<file path="config.mk">
export PLATFORM = sky130hd
export DESIGN_NAME = tmr_chan_out
export DESIGN_NICKNAME = d
export VERILOG_FILES = /design/src/rtl/tmr_cmp_pkg.sv /design/src/rtl/tmr_rst_sync.sv /design/src/rtl/tmr_match_unit.sv /design/src/rtl/tmr_prep_gen.sv /design/src/rtl/tmr_out_stage.sv /design/src/rtl/tmr_chan_out.sv
export SDC_FILE = /design/constraint.sdc
export NUM_CORES = 1
export LEC_CHECK = 0
export ABC_AREA = 1
export BUFFER_PORTS_ARGS = -buffer_cell sky130_fd_sc_hd__buf_2
export CORE_MARGIN = 3
export CORE_UTILIZATION = 45
export CTS_CLUSTER_SIZE = 24
export DETAILED_ROUTE_END_ITERATION = 10
export HOLD_SLACK_MARGIN = 0.02
export PLACE_DENSITY_LB_ADDON = 0.12
export SETUP_SLACK_MARGIN = 0.3
export SYNTH_ARGS = -nofsm -noshare
export SYNTH_HDL_FRONTEND = slang
export SYNTH_SLANG_ARGS = --single-unit
</file>
<file path="constraint.sdc">
create_clock -name clk -period 1.3 [get_ports clk]
set_clock_uncertainty 0.1 [all_clocks]
set_input_delay 0.065 -clock clk [delete_from_list [all_inputs] [get_ports clk]]
set_output_delay 0.065 -clock clk [all_outputs]
set_load 0.01 [all_outputs]
</file>
<file path="src/rtl/tmr_cmp_pkg.sv">
package tmr_cmp_pkg;

  typedef enum logic [2:0] {
    OCM_HOLD     = 3'b000,
    OCM_SET      = 3'b001,
    OCM_CLR      = 3'b010,
    OCM_TGL      = 3'b011,
    OCM_FORCE_LO = 3'b100,
    OCM_FORCE_HI = 3'b101,
    OCM_PWM_A    = 3'b110,
    OCM_PWM_B    = 3'b111
  } ocm_mode_e;

  typedef struct packed {
    logic eq;
    logic lt;
  } cmp_res_t;

endpackage

</file>
<file path="src/rtl/tmr_rst_sync.sv">
module tmr_rst_sync #(
  parameter int STAGES = 2
) (
  input  logic clk,
  input  logic rst_n,
  output logic rst_sync_n
);
  localparam int LAST = STAGES - 1;

  logic [LAST:0] chain_q;
  logic [LAST:0] chain_d;

  always_comb begin
    chain_d = {chain_q[LAST-1:0], 1'b1};
  end

  always_ff @(posedge clk or negedge rst_n) begin
    if (!rst_n) chain_q <= '0;
    else        chain_q <= chain_d;
  end

  assign rst_sync_n = chain_q[LAST];
endmodule

</file>
<file path="src/rtl/tmr_match_unit.sv">
module tmr_match_unit
  import tmr_cmp_pkg::*;
#(
  parameter int CNT_W = 16
) (
  input  logic [CNT_W-1:0] cnt_val,
  input  logic [CNT_W-1:0] cmp_val,
  output cmp_res_t         res
);
  always_comb begin
    res.eq = (cnt_val == cmp_val);
    res.lt = (cnt_val <  cmp_val);
  end
endmodule

</file>
<file path="src/rtl/tmr_prep_gen.sv">
module tmr_prep_gen
  import tmr_cmp_pkg::*;
(
  input  logic      clk,
  input  logic      rst_n,
  input  logic [2:0] mode,
  input  cmp_res_t  res,
  output logic      prep,
  output logic      match_flag
);
  ocm_mode_e mode_e;
  logic      prep_q, prep_d, prep_ld;
  logic      flag_q, flag_d, flag_ld;

  always_comb begin
    mode_e = ocm_mode_e'(mode);
    prep_d = prep_q;
    unique case (mode_e)
      OCM_HOLD:     prep_d = prep_q;
      OCM_SET:      prep_d = res.eq ? 1'b1 : prep_q;
      OCM_CLR:      prep_d = res.eq ? 1'b0 : prep_q;
      OCM_TGL:      prep_d = res.eq ? ~prep_q : prep_q;
      OCM_FORCE_LO: prep_d = 1'b0;
      OCM_FORCE_HI: prep_d = 1'b1;
      OCM_PWM_A:    prep_d = res.lt;
      OCM_PWM_B:    prep_d = ~res.lt;
      default:      prep_d = prep_q;
    endcase
    prep_ld = prep_d ^ prep_q;
    flag_d  = res.eq;
    flag_ld = flag_d ^ flag_q;
  end

  always_ff @(posedge clk or negedge rst_n) begin
    if (!rst_n)       prep_q <= 1'b0;
    else if (prep_ld) prep_q <= prep_d;
  end

  always_ff @(posedge clk or negedge rst_n) begin
    if (!rst_n)       flag_q <= 1'b0;
    else if (flag_ld) flag_q <= flag_d;
  end

  assign prep       = prep_q;
  assign match_flag = flag_q;
endmodule

</file>
<file path="src/rtl/tmr_out_stage.sv">
module tmr_out_stage #(
  parameter bit HAS_COMP = 1'b1
) (
  input  logic prep,
  input  logic pri_en,
  input  logic pri_pol,
  input  logic cmp_en,
  input  logic cmp_pol,
  output logic ch_out,
  output logic ch_outn
);
  logic pri_act;

  // active-high intent first, polarity applied last before the pin
  assign pri_act = pri_en & prep;
  assign ch_out  = pri_act ^ pri_pol;

  generate
    if (HAS_COMP) begin : g_comp
      logic cmp_act;
      assign cmp_act = cmp_en & ~prep;
      assign ch_outn = cmp_act ^ cmp_pol;
    end else begin : g_no_comp
      logic unused_en;
      assign unused_en = cmp_en;
      assign ch_outn   = cmp_pol;
    end
  endgenerate
endmodule

</file>
<file path="src/rtl/tmr_chan_out.sv">
module tmr_chan_out
  import tmr_cmp_pkg::*;
#(
  parameter int CNT_W    = 16,
  parameter bit HAS_COMP = 1'b1
) (
  input  logic             clk,
  input  logic             rst_n,
  input  logic [CNT_W-1:0] cnt_val,
  input  logic [CNT_W-1:0] cmp_val,
  input  logic [2:0]       mode,
  input  logic             pri_en,
  input  logic             pri_pol,
  input  logic             cmp_en,
  input  logic             cmp_pol,
  output logic             prep,
  output logic             match_flag,
  output logic             ch_out,
  output logic             ch_outn
);
  logic     rst_sync_n;
  cmp_res_t res;

  tmr_rst_sync #(.STAGES(2)) u_rst (
    .clk        (clk),
    .rst_n      (rst_n),
    .rst_sync_n (rst_sync_n)
  );

  tmr_match_unit #(.CNT_W(CNT_W)) u_match (
    .cnt_val (cnt_val),
    .cmp_val (cmp_val),
    .res     (res)
  );

  tmr_prep_gen u_prep (
    .clk        (clk),
    .rst_n      (rst_sync_n),
    .mode       (mode),
    .res        (res),
    .prep       (prep),
    .match_flag (match_flag)
  );

  tmr_out_stage #(.HAS_COMP(HAS_COMP)) u_out (
    .prep    (prep),
    .pri_en  (pri_en),
    .pri_pol (pri_pol),
    .cmp_en  (cmp_en),
    .cmp_pol (cmp_pol),
    .ch_out  (ch_out),
    .ch_outn (ch_outn)
  );
endmodule

</file>
==> results by group, run 1 <==
Floorplanning
  – Starting Density: 0.510
  – Die Ht: 45.8 um
  – I/O pins: 45
  – Die X: 45.8 um
  – Rows: 13

Yosys
  – Top cell type's share of synthesized area: 0.316
  – Most common flop cell mapped by yosys: dfrtp_1
  – Post-synthesis sequential area ratio: 0.140
  – Synth Net Count: around 170
  – Synth area leaders: ha_1 (32%), inv_1 (16%), nand2_1 (14%)
  – Yosys cell types: 18
  – Cell type with the highest aggregate area in the netlist: ha_1
  – Top-count cell post-synth: inv_1
  – Post-synth EDFFs: 0
  – Most frequent cells after synthesis: inv_1 (30), nand2_1 (27), ha_1 (18)
  – Asr flop ratio synth: 1.00
  – Syn_area_per_cell: 6.48 um^2
  – Synth warn: 0
  – Syn Inst Count: 110
  – Synth Cell Area: 713 um^2
  – Yosys reg bits: 4

Placed design
  – Cell total after placement: 174
  – Port bufs: 44
  – Post-DP HPWL: approximately 1500 um
  – Routability cong.: ~0.76

Clock network
  – CTS Buf Count: 3
  – Clk Tree Root Cell: clkbuf_4
  – Bufs on Longest Clock Path: 2
  – CTS Sinks: 4
  – # H-tree levels: 1

Outcome
  – Stop err: [ERROR DPL-0038] Utilization greater than 100%, impossible to legalize
  – Outcome: aborted with a tool error
  – Stage reached: 5_1_grt

Global route
  – Largest net degree at the start of global routing: 7

Timing
  – Worst EP kind: sequential cell input
  – Crit. endpoint post-GRT repair: u_prep.prep$_DFFE_PN0P_/D
[metrics by stage]
step / setup slack [ns] / area [um^2] / TNS, ns
floorplan: -0.559 / 813 / -0.559
CTS: -0.415 / 1360 / -0.451
detailed placement: -0.866 / 1090 / -0.976
global placement: -0.803 / 1090 / -0.890
[what timing repair did]
item | 4_1_cts
endpoints found under the hold margin | 4
resized for setup | 43
gates cloned | 0
pin swaps | 20
buffers inserted | 1
hold buffers | 2
setup endpoints to repair | 5
[cell families after synthesis]
group / Yosys count / synth area share
and+or+nand+nor: 44 / 0.279
buffers and inverters: 32 / 0.168
adders and majority gates: 18 / 0.316
AOI/OAI and AO/OA: 9 / 0.0667
DFF: 4 / 0.140
xor gates and xnor gates: 2 / 0.0246
other: 1 / 0.00526
==> run 2, diff against run 1 <==
--- a/config.mk
+++ b/config.mk
@@ -7,13 +7,10 @@
 export LEC_CHECK = 0
 export ABC_AREA = 1
 export BUFFER_PORTS_ARGS = -buffer_cell sky130_fd_sc_hd__buf_2
-export CORE_MARGIN = 3
-export CORE_UTILIZATION = 45
-export CTS_CLUSTER_SIZE = 24
+export CORE_AREA = 3 3 64 66
 export DETAILED_ROUTE_END_ITERATION = 10
-export HOLD_SLACK_MARGIN = 0.02
-export PLACE_DENSITY_LB_ADDON = 0.12
-export SETUP_SLACK_MARGIN = 0.3
+export DIE_AREA = 0 0 67 69
+export PLACE_DENSITY_LB_ADDON = 0.15
 export SYNTH_ARGS = -nofsm -noshare
 export SYNTH_HDL_FRONTEND = slang
 export SYNTH_SLANG_ARGS = --single-unit
==> results by group, run 2 <==
Outcome
  – Outcome: finished, violations left
  – Failing checks: setup timing

Job
  – Max cap viols: 0

Min path
  – HP Class: in2async

Power
  – Final Power: 0.000789 W
  – Leak: 0.785 nW
  – Maximum vdd drop: 592 uV
  – Pwr Density: 559 nW/um^2

Yosys
  – Syn Inst Count: 110 (unchanged)
  – Post-synth EDFFs: 0 (unchanged)
  – Post-Synth Adder-Cell Area: 0.316 (unchanged)
  – Post-Synth Simple-Gate Area: 0.279 (unchanged)
  – Top-count cell post-synth: inv_1
  – Post-synthesis sequential area ratio: 0.140 (unchanged)
  – Synth Cell Area: 713 um^2 (unchanged)
  – Mux contribution to synthesized area: 0 (unchanged)
  – Top cell type's share of synthesized area: 0.316 (unchanged)
  – Yosys reg bits: 4 (unchanged)
  – Asr flop ratio synth: 1.00 (unchanged)
  – Synth warn: 0 (unchanged)
  – Synth area leaders: ha_1 (32%), inv_1 (16%), nand2_1 (14%)
  – Most common flop cell mapped by yosys: dfrtp_1
  – Syn_area_per_cell: 6.48 um^2 (unchanged)
  – Post-synthesis compound-gate area fraction: 0.0667 (unchanged)
  – Yosys cell types: 18 (unchanged)
  – Synth Area in XOR/XNOR: 0.0246 (unchanged)
  – Synth Net Count: 169 (unchanged)
  – Main combinational cell family by area after synthesis: adder cells
  – Cell type with the highest aggregate area in the netlist: ha_1
  – Most frequent cells after synthesis: inv_1 (30), nand2_1 (27), ha_1 (18)

Worst setup path
  – Slowest cell on crit path: ha_4
  – CP Max Fanout: 2
  – CP startpoint kind: input pin
  – Worst-path cell chain: buf_8 > inv_12 > ha_4 > nand2_4 > nor2_4 > nand2_2 > nor4_4 > inv_2 > ha_4 > nand3_2 > a21oi_2 > a211oi_2 > nand3_1 > nand2_1 > inv_1
  – Crit end category: flip-flop
  – Most common cell on crit path: ha_4
  – Buf+Inv Stages, Crit Path: 4
  – Worst path top cell family by delay: simple AND/OR/NAND/NOR gates
  – Kind of critical path: in2reg
  – CP max stage delay: 0.26 ns
  – Critical Path RT: 1.31 ns
  – Worst endpoint data arrival time: 1.69 ns

Clock network
  – Worst skew pair latency: 0.22 ns
  – # H-tree levels: 1 (unchanged)
  – Clk Tree Root Cell: clkbuf_8
  – Bufs on Longest Clock Path: 2 (unchanged)
  – Register clock-pin slew on the reported worst setup and hold paths: 0.03 ns
  – CTS Sinks: 4 (unchanged)
  – CTS tree: done
  – CTS Buf Count: 3 (unchanged)

Layout
  – FILL cells: 394
  – Largest register FFs: 2
  – Reg with most FFs: u_rst.chain_q
  – Share of layout cells above drive strength 1: 0.526
  – Diodes inserted: 0
  – Synth-to-layout area growth: 97.7%
  – Most common cell after layout, fill and taps aside: buf_2
  – Most frequent cells in the layout: buf_2 (36), inv_1 (24), nand2_1 (23)
  – Post-Layout Inst Area: 1410 um^2
  – Final #Nets: 232

Timing
  – Fmax: 594 MHz
  – Final Max Slew Viols: 0
  – Worst hold slack: 0.0685 ns
  – Fin crit share: 1.30
  – Crit path time final: 1.68 ns
  – Setup ws final: -0.384 ns
  – RSZ-0062 raised after global routing: true
  – Final Setup Violations: 2
  – Hold Vio Cnt, Final: 0

Floorplanning
  – Core Box Area: 3630 um^2
  – I/O pins: 45 (unchanged)
  – Die Ht: 69 um (+51%)
  – Die area: 4620 um^2
  – Starting Density: 0.196 (-0.314)
  – Rows: 22 (+9)
  – Die X: 67 um (+46%)

Global route
  – Largest net degree at the start of global routing: 7
  – Vias in the first global route: 833
  – GR Overflow Total: 0
  – First-pass GRT wire length: 3080 um
  – Total Routing Usage GR: 0.0821
  – Initial antenna violation count: 0

Routing
  – Final wirelength: about 1900 um
  – Antenna viol nets, final: 0
  – Wire per inst: 8.69 um
  – Initial drt markers: 8
  – Drt first pass iters: 3
  – DRC: 0
  – Vias per cell: 3.85
  – Via Count: 843

Placed design
  – Post-DP HPWL: 1530 um (+3.7%)
  – Routability cong.: 0.759 (+0.48%)
  – Port bufs: 44 (unchanged)
  – Placed Area: 1130 um^2 (+3.8%)
run 2: cell counts after synthesis:
Identical to the previous run, type by type.
run 2: kinds of logic after synthesis:
logic type                 Yosys count
buffers and inverters               32
DFF                                  4
xor gates and xnor gates             2
other                                1
adders and majority gates           18
and+or+nand+nor                     44
AOI/OAI and AO/OA                    9
run 2: path summary, 6_finish.rpt:
path                                  start          endpoint  slack (ns)  cells past startpoint
setup / recovery                 cmp_val[5]       u_prep.prep       -0.38                     15
hold / removal                        rst_n  u_rst.chain_q[0]        0.07                      2
setup reg to reg                u_prep.prep       u_prep.prep       -0.09                      8
hold reg to reg            u_rst.chain_q[0]  u_rst.chain_q[1]        0.25                      0
max in group asynchronous  u_rst.chain_q[1]       u_prep.prep        0.54                      1
min in group clk                    mode[2]       u_prep.prep        0.12                      5
run 2: area by class of cell:
| type | instances | area, um^2 | area share |
|---|---|---|---|
| inverters | 32 | 143 | 0.101 |
| flip-flops and latches | 4 | 100 | 0.0710 |
| clock buffers | 3 | 41.3 | 0.0293 |
| well taps | 48 | 60.1 | 0.0426 |
| repair buffers | 58 | 410 | 0.291 |
| multi-input cells | 74 | 656 | 0.465 |
run 2: power by group:
group          internal (W)  switching, W
clock network      0.000197     0.0000602
logic              0.000209      0.000183
registers          0.000134    0.00000618
run 2: layer usage:
metal	GRT usage	share of wire	vias up
li1	-	-	458
met1	0.0847	0.41	352
met2	0.148	0.50	29
met3	0.0244	0.076	4
met4	0.0338	0.016	0
met5	0	0	-
run 2: worst register-to-register path: stages, from the launching register on:
cell      delay [ns]
dfrtp_1         0.40
inv_2           0.11
ha_4            0.21
nand3_2         0.06
a21oi_2         0.06
a211oi_2        0.14
nand3_1         0.11
nand2_1         0.06
inv_1           0.04
run 2: metrics by stage:
| stage | setup WS (ns) | std cells | TNS [ns] | utilization |
|---|---|---|---|---|
| after floorplan | -0.559 | 110 | -0.559 | - |
| final | -0.384 | 219 | -0.568 | 0.388 |
| after detailed placement | -0.900 | 207 | -1.02 | 0.311 |
| after global placement | -0.824 | 207 | -0.929 | 0.311 |
| after global routing | -0.460 | 219 | -0.758 | 0.388 |
| after CTS | -0.376 | 219 | -0.630 | 0.367 |
run 2: what timing repair did:
item | CTS | global route
buffers inserted | 7 | 0
hold buffers | 2 | 0
setup endpoints to repair | 2 | 4
hold endpoints to repair | 4 | 0
resized for setup | 18 | 16
cloned | 0 | 0
pin swaps | 15 | 4
Power figures use the tool's default switching activity.
==> run 3, diff against run 2 <==
--- a/config.mk
+++ b/config.mk
@@ -5,8 +5,8 @@
 export SDC_FILE = /design/constraint.sdc
 export NUM_CORES = 1
 export LEC_CHECK = 0
-export ABC_AREA = 1
 export BUFFER_PORTS_ARGS = -buffer_cell sky130_fd_sc_hd__buf_2
+export CAP_MARGIN = 15
 export CORE_AREA = 3 3 64 66
 export DETAILED_ROUTE_END_ITERATION = 10
 export DIE_AREA = 0 0 67 69
==> results by group, run 3 <==
Outcome
  – Outcome: finished, violations left
  – Failing checks: setup timing

Layout
  – Reg with most FFs: u_rst.chain_q
  – Final #Nets: 205 (-12%)
  – Synth-to-layout area growth: 96.3%
  – Most common cell after layout, fill and taps aside: buf_2
  – Diodes inserted: 0 (unchanged)
  – Post-Layout Inst Area: 1320 um^2 (-6.1%)
  – Share of layout cells above drive strength 1: 0.639 (+0.113)
  – Most frequent cells in the layout: buf_2 (38), ha_4 (13), buf_4 (10)
  – Largest register FFs: 2 (unchanged)
  – Final std cells w/o fill: 192 (-12%)

Yosys
  – Top cell type's share of synthesized area: 0.334 (+0.0182)
  – Synth Cell Area: 674 um^2 (-5.4%)
  – Post-synthesis sequential area ratio: 0.148 (+0.00807)
  – Yosys cell types: 27 (+9)
  – Cell type with the highest aggregate area in the netlist: ha_1
  – Syn_area_per_cell: 7.93 um^2 (+22%)
  – Synth area leaders: ha_1 (33%), dfrtp_1 (15%), inv_1 (10%)
  – Most frequent cells after synthesis: ha_1 (18), inv_1 (18), nand2_1 (9)
  – Most common flop cell mapped by yosys: dfrtp_1
  – Yosys reg bits: 4 (unchanged)
  – Post-synth EDFFs: 0 (unchanged)
  – Synth warn: 0 (unchanged)
  – Asr flop ratio synth: 1.00 (unchanged)
  – Syn Inst Count: 85 (-23%)
  – Synth Net Count: 144 (-15%)

Placed design
  – Post-DP HPWL: 1580 um (+3.3%)
  – Cell total after placement: 186 (-10%)
  – Routability cong.: 0.714 (-6.0%)
  – Port bufs: 44 (unchanged)
  – Placed Area: 1220 um^2 (+7.6%)

Global route
  – Initial antenna violation count: 0 (unchanged)
  – First-pass GRT wire length: 2960 um (-3.8%)
  – Largest net degree at the start of global routing: 8 (+1)
  – GR Overflow Total: 0 (unchanged)
  – Total Routing Usage GR: 0.0798 (-0.00236)
  – Vias in the first global route: 776 (-6.8%)

Routing
  – Wire per inst: 8.98 um (+3.3%)
  – Final wirelength: 1720 um (-9.4%)
  – Vias per cell: 4.02 (+4.3%)
  – Drt first pass iters: 3 (unchanged)
  – Via Count: 771 (-8.5%)
  – DRC: 0 (unchanged)
  – Antenna viol nets, final: 0 (unchanged)
  – Initial drt markers: 30 (+22)

Job
  – Max cap viols: 0 (unchanged)

Timing
  – Hold Vio Cnt, Final: 0 (unchanged)
  – Fin crit share: 1.24 (-0.0596)
  – Setup ws final: -0.307 ns (+0.0774 ns)
  – Crit path time final: 1.61 ns (-0.0774 ns)
  – RSZ-0062 raised after global routing: true
  – Fmax: 622 MHz (+4.8%)
  – Setup_tns: -0.307 ns (+0.261 ns)
  – Final Max Slew Viols: 0 (unchanged)
  – Final Setup Violations: 1 (-1)

Worst setup path
  – CP Max Fanout: 2 (unchanged)
  – Kind of critical path: in2reg
  – Crit end category: flip-flop
  – CP startpoint kind: input pin
  – Critical Path RT: 1.33 ns (+0.02 ns)
  – Worst endpoint data arrival time: 1.64 ns (-0.05 ns)

Clock network
  – Worst skew pair latency: 0.22 ns (about the same)
  – Bufs on Longest Clock Path: 2 (unchanged)
  – CTS tree: done
  – CTS Sinks: 4 (unchanged)
  – CTS Buf Count: 3 (unchanged)
  – Register clock-pin slew on the reported worst setup and hold paths: 0.03 ns (about the same)
  – # H-tree levels: 1 (unchanged)
  – Clk Tree Root Cell: clkbuf_8

Power
  – Maximum vdd drop: 181 uV (-69%)
  – Pwr Density: 582 nW/um^2 (+4.0%)
  – Leak: 0.641 nW (-18%)

Floorplanning
  – Starting Density: 0.186 (-0.0107)
  – Core Box Area: 3630 um^2 (unchanged)
  – Die area: 4620 um^2 (unchanged)
  – Die Ht: 69 um (unchanged)
  – Die X: 67 um (unchanged)
  – Rows: 22 (unchanged)
  – I/O pins: 45 (unchanged)

Min path
  – HP Class: in2async
==> run 3: cell types whose count changed in the layout (fill, tap and decap cells not counted), moves of 3 or more <==
| cell | before | now |
|---|---|---|
| buf_6 | 14 | 6 |
| nand2_1 | 23 | 8 |
| buf_4 | 5 | 10 |
| inv_1 | 24 | 5 |
| ha_4 | 8 | 13 |
| nand2_4 | 3 | 0 |
| ha_1 | 9 | 5 |
| inv_2 | 5 | 9 |
==> run 3: layout make-up <==
type	count	area (um^2)
fill	384	2310
inverter	19	96.3
clock buffer	3	41.3
multi-input combinational	62	673
timing repair buffer	56	353
sequential	4	100
tap	48	60.1
==> run 3: per-stage QoR <==
| stage | hold WS (ns) | utilization | power (W) | worst slack, ns |
|---|---|---|---|---|
| floorplan | -0.331 | - | 0.000336 | -0.317 |
| global placement | -0.251 | 0.335 | 0.000499 | -0.528 |
| detailed placement | -0.248 | 0.335 | 0.000501 | -0.600 |
| finish | 0.0668 | 0.364 | 0.000770 | -0.307 |
| global route | 0.0868 | 0.364 | 0.000851 | -0.431 |
| CTS | 0.0474 | 0.362 | 0.000794 | -0.326 |
==> run 3: worst paths after layout <==
| check | start | to | slack (ns) | cells past startpoint |
|---|---|---|---|---|
| setup / recovery | cmp_val[9] | u_prep.prep | -0.31 | 12 |
| setup reg to reg | u_prep.prep | u_prep.prep | 0 | 6 |
| hold reg to reg | u_rst.chain_q[0] | u_rst.chain_q[1] | 0.25 | 0 |
| hold / removal | rst_n | u_rst.chain_q[1] | 0.07 | 2 |
| max in group asynchronous | u_rst.chain_q[1] | u_prep.match_flag | 0.49 | 1 |
| min in group clk | mode[2] | u_prep.prep | 0.07 | 3 |
==> run 3: where the power goes <==
group	switching (W)	internal, W
clock	0.0000629	0.000197
combinational	0.000164	0.000203
sequential	0.00000950	0.000134
==> run 3: repair_timing <==
action | 4_1_cts | 5_1_grt
pin swaps | 0 | 1
hold endpoints to repair | 4 | 0
hold buffers | 2 | 0
buffers inserted | 0 | 1
gates resized for setup | 7 | 1
setup endpoints to repair | 2 | 3
==> run 3: metal layers <==
layer | vias to the layer above | GRT usage | routed length (um)
met4 | 0 | 0.0270 | 0
li1 | 410 | - | -
met1 | 335 | 0.0953 | 736
met5 | - | 0 | 0
met3 | 0 | 0.0147 | 135
met2 | 26 | 0.139 | 852
==> run 3: worst max-delay path: stages <==
cell and delay [ns]:
buf_2 0.10, inv_4 0.03, ha_4 0.25, nand2_2 0.05
nor3_2 0.20, and4_1 0.25, inv_2 0.07, ha_4 0.15
nor2b_1 0.12, o211ai_1 0.17, nand3_1 0.09, o211ai_1 0.08
==> run 3: logic make-up after synthesis <==
logic type,synth area share
AOI/OAI and AO/OA,0.182
xor gates and xnor gates,0.0260
adders and majority gates,0.334
buffers and inverters,0.106
DFF,0.148
other,0.00556
and+or+nand+nor,0.199
